File: src/rtl/csa_pkg.sv
package csa_pkg;

    localparam int BASE_GROUP_W = 2;

    typedef struct packed {
        logic s;
        logic c;
    } bit_res_t;

    function automatic bit_res_t half_add(input logic x, input logic y);
        bit_res_t r;
        r.s = x ^ y;
        r.c = x & y;
        return r;
    endfunction

    function automatic bit_res_t full_add(input logic x, input logic y, input logic ci);
        bit_res_t r;
        r.s = x ^ y ^ ci;
        r.c = (x & y) | (ci & (x ^ y));
        return r;
    endfunction

    // Number of groups: 2 bits, then 2, 3, 4, ... while the remaining bits allow.
    function automatic int num_groups(input int width);
        int used;
        int nxt;
        int n;
        used = (width < BASE_GROUP_W) ? width : BASE_GROUP_W;
        n    = 1;
        nxt  = BASE_GROUP_W;
        while ((width - used) >= nxt) begin
            used += nxt;
            n++;
            nxt++;
        end
        return n;
    endfunction

    // Width of group idx; bits too few for a new group join the top group.
    function automatic int grp_width(input int width, input int idx);
        int n;
        int base;
        int used;
        n    = num_groups(width);
        used = 0;
        for (int k = 0; k < n; k++) begin
            base = (k == 0) ? BASE_GROUP_W : k + 1;
            if (k == n - 1) base = width - used;
            if (k == idx) return base;
            used += base;
        end
        return 0;
    endfunction

    // Least significant bit of group idx; idx equal to the group count gives width.
    function automatic int grp_lsb(input int width, input int idx);
        int acc;
        acc = 0;
        for (int k = 0; k < idx; k++) acc += grp_width(width, k);
        return acc;
    endfunction

endpackage

File: src/rtl/csa_ripple.sv
module csa_ripple #(
    parameter int N       = 2,
    parameter bit USE_CIN = 1'b0
) (
    input  logic [N-1:0] a,
    input  logic [N-1:0] b,
    input  logic         cin,
    output logic [N-1:0] sum,
    output logic         cout
);
    logic [N:1] cy;

    generate
        if (USE_CIN) begin : g_bit0_full
            csa_pkg::bit_res_t r0;
            assign r0     = csa_pkg::full_add(a[0], b[0], cin);
            assign sum[0] = r0.s;
            assign cy[1]  = r0.c;
        end else begin : g_bit0_half
            csa_pkg::bit_res_t r0;
            logic unused_cin;
            assign unused_cin = cin;
            assign r0     = csa_pkg::half_add(a[0], b[0]);
            assign sum[0] = r0.s;
            assign cy[1]  = r0.c;
        end

        for (genvar i = 1; i < N; i++) begin : g_bit
            csa_pkg::bit_res_t r;
            assign r       = csa_pkg::full_add(a[i], b[i], cy[i]);
            assign sum[i]  = r.s;
            assign cy[i+1] = r.c;
        end
    endgenerate

    assign cout = cy[N];
endmodule

File: src/rtl/csa_incr.sv
module csa_incr #(
    parameter int N = 3
) (
    input  logic [N-1:0] din,
    output logic [N-1:0] dout
);
    logic [N-1:0] all_low;

    assign all_low[0] = din[0];
    assign dout[0]    = ~din[0];

    generate
        for (genvar i = 1; i < N; i++) begin : g_bit
            assign dout[i]    = din[i] ^ all_low[i-1];
            assign all_low[i] = all_low[i-1] & din[i];
        end
    endgenerate

    logic unused_top;
    assign unused_top = all_low[N-1];
endmodule

File: src/rtl/csa_group.sv
module csa_group #(
    parameter int N = 2
) (
    input  logic [N-1:0] a,
    input  logic [N-1:0] b,
    input  logic         sel,
    output logic [N-1:0] sum,
    output logic         cout
);
    localparam int EW = N + 1;

    logic [N-1:0]  s_zero;
    logic          c_zero;
    logic [EW-1:0] plain;
    logic [EW-1:0] bumped;

    csa_ripple #(.N(N), .USE_CIN(1'b0)) u_ripple (
        .a    (a),
        .b    (b),
        .cin  (1'b0),
        .sum  (s_zero),
        .cout (c_zero)
    );

    assign plain = {c_zero, s_zero};

    csa_incr #(.N(EW)) u_incr (
        .din  (plain),
        .dout (bumped)
    );

    assign {cout, sum} = sel ? bumped : plain;
endmodule

File: src/rtl/csa_sqrt_adder.sv
module csa_sqrt_adder #(
    parameter int WIDTH = 16
) (
    input  logic [WIDTH-1:0] a,
    input  logic [WIDTH-1:0] b,
    input  logic             cin,
    output logic [WIDTH-1:0] sum,
    output logic             cout
);
    localparam int NG  = csa_pkg::num_groups(WIDTH);
    localparam int GW0 = csa_pkg::grp_width(WIDTH, 0);

    logic [NG:0] grp_carry;

    assign grp_carry[0] = cin;

    csa_ripple #(.N(GW0), .USE_CIN(1'b1)) u_low (
        .a    (a[GW0-1:0]),
        .b    (b[GW0-1:0]),
        .cin  (grp_carry[0]),
        .sum  (sum[GW0-1:0]),
        .cout (grp_carry[1])
    );

    generate
        for (genvar g = 1; g < NG; g++) begin : g_grp
            localparam int GW  = csa_pkg::grp_width(WIDTH, g);
            localparam int LSB = csa_pkg::grp_lsb(WIDTH, g);
            csa_group #(.N(GW)) u_grp (
                .a    (a[LSB +: GW]),
                .b    (b[LSB +: GW]),
                .sel  (grp_carry[g]),
                .sum  (sum[LSB +: GW]),
                .cout (grp_carry[g+1])
            );
        end
    endgenerate

    assign cout = grp_carry[NG];
endmodule

File: config.mk
export PLATFORM = sky130hd
export DESIGN_NAME = csa_sqrt_adder
export DESIGN_NICKNAME = d
export VERILOG_FILES = /design/src/rtl/csa_pkg.sv /design/src/rtl/csa_ripple.sv /design/src/rtl/csa_incr.sv /design/src/rtl/csa_group.sv /design/src/rtl/csa_sqrt_adder.sv
export SDC_FILE = /design/constraint.sdc
export NUM_CORES = 1
export LEC_CHECK = 0
export ABC_AREA = 1
export BUFFER_PORTS_ARGS = -buffer_cell sky130_fd_sc_hd__buf_2
export CORE_UTILIZATION = 35
export DETAILED_ROUTE_END_ITERATION = 16
export PLACE_DENSITY = 0.66
export SYNTH_ARGS = -nofsm -noshare
export SYNTH_HDL_FRONTEND = slang
export SYNTH_SLANG_ARGS = --single-unit
File: constraint.sdc
create_clock -name vclk -period 3.1
set_input_delay 0.155 -clock vclk [all_inputs]
set_output_delay 0.155 -clock vclk [all_outputs]
set_load 0.05 [all_outputs]
# After elaboration in Yosys (flattened, before gate mapping)
# Index checks and enable logic that the tools add are counted.
[op_classes]
bitwise_logic = 96
n_mux = 4
[op_table]
columns = ["operator", "n"]
rows = [
  ["1-bit XOR", 42],
  ["1-bit bitwise AND", 38],
  ["1-bit OR", 12],
  ["6-bit 2-to-1 mux", 1],
  ["5-bit 2-to-1 mux", 1],
  ["4-bit 2-to-1 mux", 1],
  ["1-bit NOT", 4],
  ["3-bit 2-to-1 mux", 1],
]
[word_totals]
in_bits = 33
out_inout_bits = 17
reg_bits = 0

# Depth between registers and ports, before layout
[logic_depth]
ltp_word = 11
ltp_mapped = 13

# Hierarchy
# A second synthesis with hierarchy kept.
[unflattened]
hier_cells = 150
hier_area_um2 = 880.8
[by_module_without_submodules]
columns = ["module", "area_per_inst_um2", "n_inst", "cells_each"]
rows = [
  ["csa_ripple at g_grp[4].u_grp.u_ripple", 130.1, 1, 15],
  ["csa_ripple at g_grp[3].u_grp.u_ripple", 110.1, 1, 14],
  ["csa_group at g_grp[4].u_grp", 75.1, 1, 20],
  ["csa_incr at g_grp[4].u_grp.u_incr", 72.6, 1, 10],
  ["csa_ripple at g_grp[2].u_grp.u_ripple", 71.3, 1, 8],
  ["csa_ripple at u_low", 70.1, 1, 10],
  ["csa_group at g_grp[3].u_grp", 63.8, 1, 17],
  ["csa_incr at g_grp[3].u_grp.u_incr", 60.1, 1, 9],
  ["csa_group at g_grp[2].u_grp", 52.6, 1, 14],
  ["csa_ripple at g_grp[1].u_grp.u_ripple", 51.3, 1, 7],
  ["csa_incr at g_grp[2].u_grp.u_incr", 47.5, 1, 8],
  ["csa_group at g_grp[1].u_grp", 41.3, 1, 11],
  ["csa_incr at g_grp[1].u_grp.u_incr", 35.0, 1, 7],
]

# Worst setup path before layout
# Ideal clock, no wire load.
[synth_timing]
path_type = "input-to-output"
from = "in a[7]"
to = "out sum[10]"
t_arrival_ps = 2659
stages = 9
slack_ps = 286
cell_sequence = "ha_1 inv_1 fa_1 fa_1 fa_1 inv_1 ha_1 nor2_1 a21oi_1"
[synth_via]
elab_chain_len = 8
word_cells_on_any_way = 13
classes_between = "mux (1); bitwise (12)"
[synth_lines]
columns = ["item", "line", "source"]
rows = [
  ["from (decl)", "csa_sqrt_adder.sv:4", "input logic [WIDTH-1:0] a,"],
  ["1-bit bitwise AND", "csa_pkg.sv:13", "r.c = x & y;"],
  ["1-bit bitwise AND", "csa_pkg.sv:20", "r.c = (x & y) | (ci & (x ^ y));"],
  ["1-bit OR", "csa_pkg.sv:20", ""],
  ["1-bit bitwise AND", "csa_pkg.sv:20", ""],
  ["1-bit OR", "csa_pkg.sv:20", ""],
  ["1-bit XOR", "csa_pkg.sv:19", "r.s = x ^ y ^ ci;"],
  ["1-bit XOR", "csa_incr.sv:14", "assign dout[i] = din[i] ^ all_low[i-1];"],
  ["5-bit 2-to-1 mux (*)", "csa_group.sv:32", "assign {cout, sum} = sel ? bumped : plain;"],
  ["to (decl)", "csa_sqrt_adder.sv:7", "output logic [WIDTH-1:0] sum,"],
]
# Mark *: on every way between the ends. The rest lies on a longest branch, timed or not.

# Worst setup path after layout
[layout_timing]
from = "in a[7]"
to = "out sum[11]"
[layout_via]
elab_chain_len = 10
word_cells_on_any_way = 17
classes_between = "mux (2); bitwise (15)"
[layout_lines]
columns = ["item", "line"]
rows = [
  ["1-bit bitwise AND", "csa_pkg.sv:13"],
  ["1-bit bitwise AND", "csa_pkg.sv:20"],
  ["1-bit OR", "csa_pkg.sv:20"],
  ["1-bit bitwise AND", "csa_pkg.sv:20"],
  ["1-bit OR", "csa_pkg.sv:20"],
  ["1-bit bitwise AND or 1-bit XOR (tied branches)", "csa_pkg.sv:20, csa_pkg.sv:19"],
  ["1-bit OR or 1-bit bitwise AND (tied branches)", "csa_pkg.sv:20, csa_incr.sv:15"],
  ["1-bit XOR", "csa_incr.sv:14"],
  ["5-bit 2-to-1 mux (*)", "csa_group.sv:32"],
  ["6-bit 2-to-1 mux (*)", "csa_group.sv:32"],
]
# Marks and branches as above.

==> impl_results.md <==
- Outcome: complete, no violations
- Cells along the critical path: buf_2 -> ha_1 -> inv_1 -> fa_1 -> fa_1 -> fa_1 -> inv_1 -> ha_1 -> xor2_2 -> inv_1 -> nand3_2 -> nand3_1 -> nand2_1 -> clkbuf_4
- Synth Area in Compound Gates: 2.23%
- Max FO, Critical Path: 6
- Simple-gate share of the synthesized area: 27.5%
- Fin Setup TNS: 0 ns
- Synth cell types: 18
- Port bufs: 50
- Initial Util: 38.6%
- Switching Share: 70.2%
- Switch Pwr: 0.000396 W
- Top cells by area, synth: fa_1 (27%), ha_1 (20%), inv_1 (16%)
- Pre-CTS WS: 0.110 ns
- Hold EP: sum[0]
- Mapped Area: 896 um^2
- CP max-delay cell: fa_1
- WL/cell: 9.56 um
- Yosys top cell area share: 26.8%
- CP required: 2.94 ns
- Top-count cell post-synth: inv_1
- Area leader, netlist: fa_1
- Die Width: 52.6 um
- Remaining DRCs: 0
- Layout cells sized above 1: 39.8%
- Die Y: 52.6 um
- Arrival time at the worst endpoint: 2.81 ns
- Total GRT Usage: 13.9%
- Fmax: 337 MHz
- Register Area: 0 um^2
- Worst vdd ir: 0.000348 V
- Period minus WS final: 2.96 ns
- Xor-xnor portion of the synthesized cell area: 6.70%
- Nets: 222
- Die ar.: 2770 um^2
- Critical path class: primary input to output pin
- Mux cell area share after synthesis: 1.26%
- Clk pwr share: 0%
- Comb pwr share: 100.0%
- Hold Buf Count CTS: 0
- CP Depth: 14
- Worst Hold Class: primary input to output pin
- Hold Startpoint: cin
- GPL Wtd Cong: 0.710
- Startpoint Class: primary input
- Grt total ovfl: 0
- Final setup vio count: 0
- Period utilization: 95.6%
- First-pass GRT wire length: 3020 um
- Mapped Cells: 111
- Final WS setup: 0.137 ns
- CP max stage delay: 0.51 ns
- # IOs: 50
- Vias per cell: 4.50
- Internal power: 0.000168 W
- Area growth, synth to finish: 33.5%
- Final core occ: 51.6%
- Post-CTS Setup Bufs: 0
- Final HPWL DP: 1650 um
- Synth Net Count: 170
- Synth top cells by count: inv_1 (37), ha_1 (14), fa_1 (12), nand3_1 (12), nand2_1 (10)
- Crit end category: output pin
- Initial antenna violation count: 0
- Worst Tran Pin Value: 0.251 ns
- Sequential share of the synthesized area: 0%
- Final wirelength: 1810 um
- Fin. max-slew vios: 0
- CLK BUF: 0
- Post-synthesis average cell area: 8.07 um^2
- Max Cap Violations: 0
- Initial DRT Pass Iterations: 4
- Seq pwr share: 0%
- Core footprint: 2320 um^2
- Fillers: 222
- DR vias: 851
- Pwr/cell area: 471 nW/um^2
- Worst hold stages: 3
- Top delay family on crit path: adder cells
- Post-Synth Adder-Cell Area: 46.4%
- Ant. Diodes: 0
- Vias in the first global route: 777
- Cell row count: 17
- Largest net degree at the start of global routing: 10
- DR iter-0 viols: 18
- Largest family of logic cells by synthesized area: adder cells
- Seq cells: 0
- Antenna-violating nets left: 0
- Leakage: 0.748 nW
- Buffers & Inverters on Critical Path: 5
- Max_slew headroom: 83.2%
- Yosys warning count: 0
- Hold Vio Cnt, Final: 0
-- per-layer routing --
metal  vias up  wire length, um  track usage (%)  share of wire [%]
li1        431                -                -                  -
met5         -                0                0                  0
met4         0                0                0                  0
met3         0              120            0.290                6.6
met1       383              707             17.0                 39
met2        37              978             28.1                 54
-- worst min-delay path: stages --
cell,delay (ns)
buf_2,0.08
fa_1,0.15
buf_2,0.26
-- worst max path at each step --
stage	start	endpoint	slack (ns)
2_1_floorplan	a[7]	sum[10]	0.29
3_3_place_gp	a[7]	sum[15]	0.20
3_5_place_dp	a[7]	cout	0.11
4_1_cts	a[7]	cout	0.11
5_1_grt	a[7]	sum[11]	-0.001
6_report	a[7]	sum[11]	0.14
-- power groups by stage --
stage	Combinational, W	Sequential (W)	Clock [W]
after CTS	0.000551	0	0
after detailed placement	0.000549	0	0
after floorplan	0.000435	0	0
after global placement	0.000536	0	0
final	0.000564	0	0
after global routing	0.000612	0	0
-- placed cells by master, fill, tap and decap left out, drive strengths merged --
master,netlist,final
inv,38,38
a21oi,3,3
buf,0,45
fa,12,12
mux2,1,1
o21ai,1,1
nand2,17,17
clkbuf,0,5
xnor2,4,4
nand3,16,16
xor2,2,2
ha,14,14
nor2,3,3
-- cell families after synthesis --
kind of cell	after synthesis
xor+xnor	6
fa+ha+maj	26
simple gates	36
mux	1
buf+inv	38
compound gates	4
-- area by class of cell --
cell class | instances | area (um^2) | area share [%]
timing repair buffer | 50 | 265 | 22.2
multi-input combinational | 73 | 753 | 63.0
inverter | 38 | 143 | 11.9
tap | 28 | 35.0 | 2.93
-- repair_timing --
item,4_1_cts,5_1_grt
setup endpoints to repair,0,6
resized for setup,0,7
hold endpoints to repair,0,0
-- stage by stage --
stage,instances,instance area [um^2],total power [W],hold slack (ns)
floorplan,111,896,0.000435,0.703
detailed placement,189,1180,0.000549,0.806
global placement,189,1180,0.000536,0.792
CTS,189,1180,0.000551,0.807
global route,189,1200,0.000612,0.827
finish,189,1200,0.000564,0.799
No activity file was read; power rests on OpenSTA's default activity.
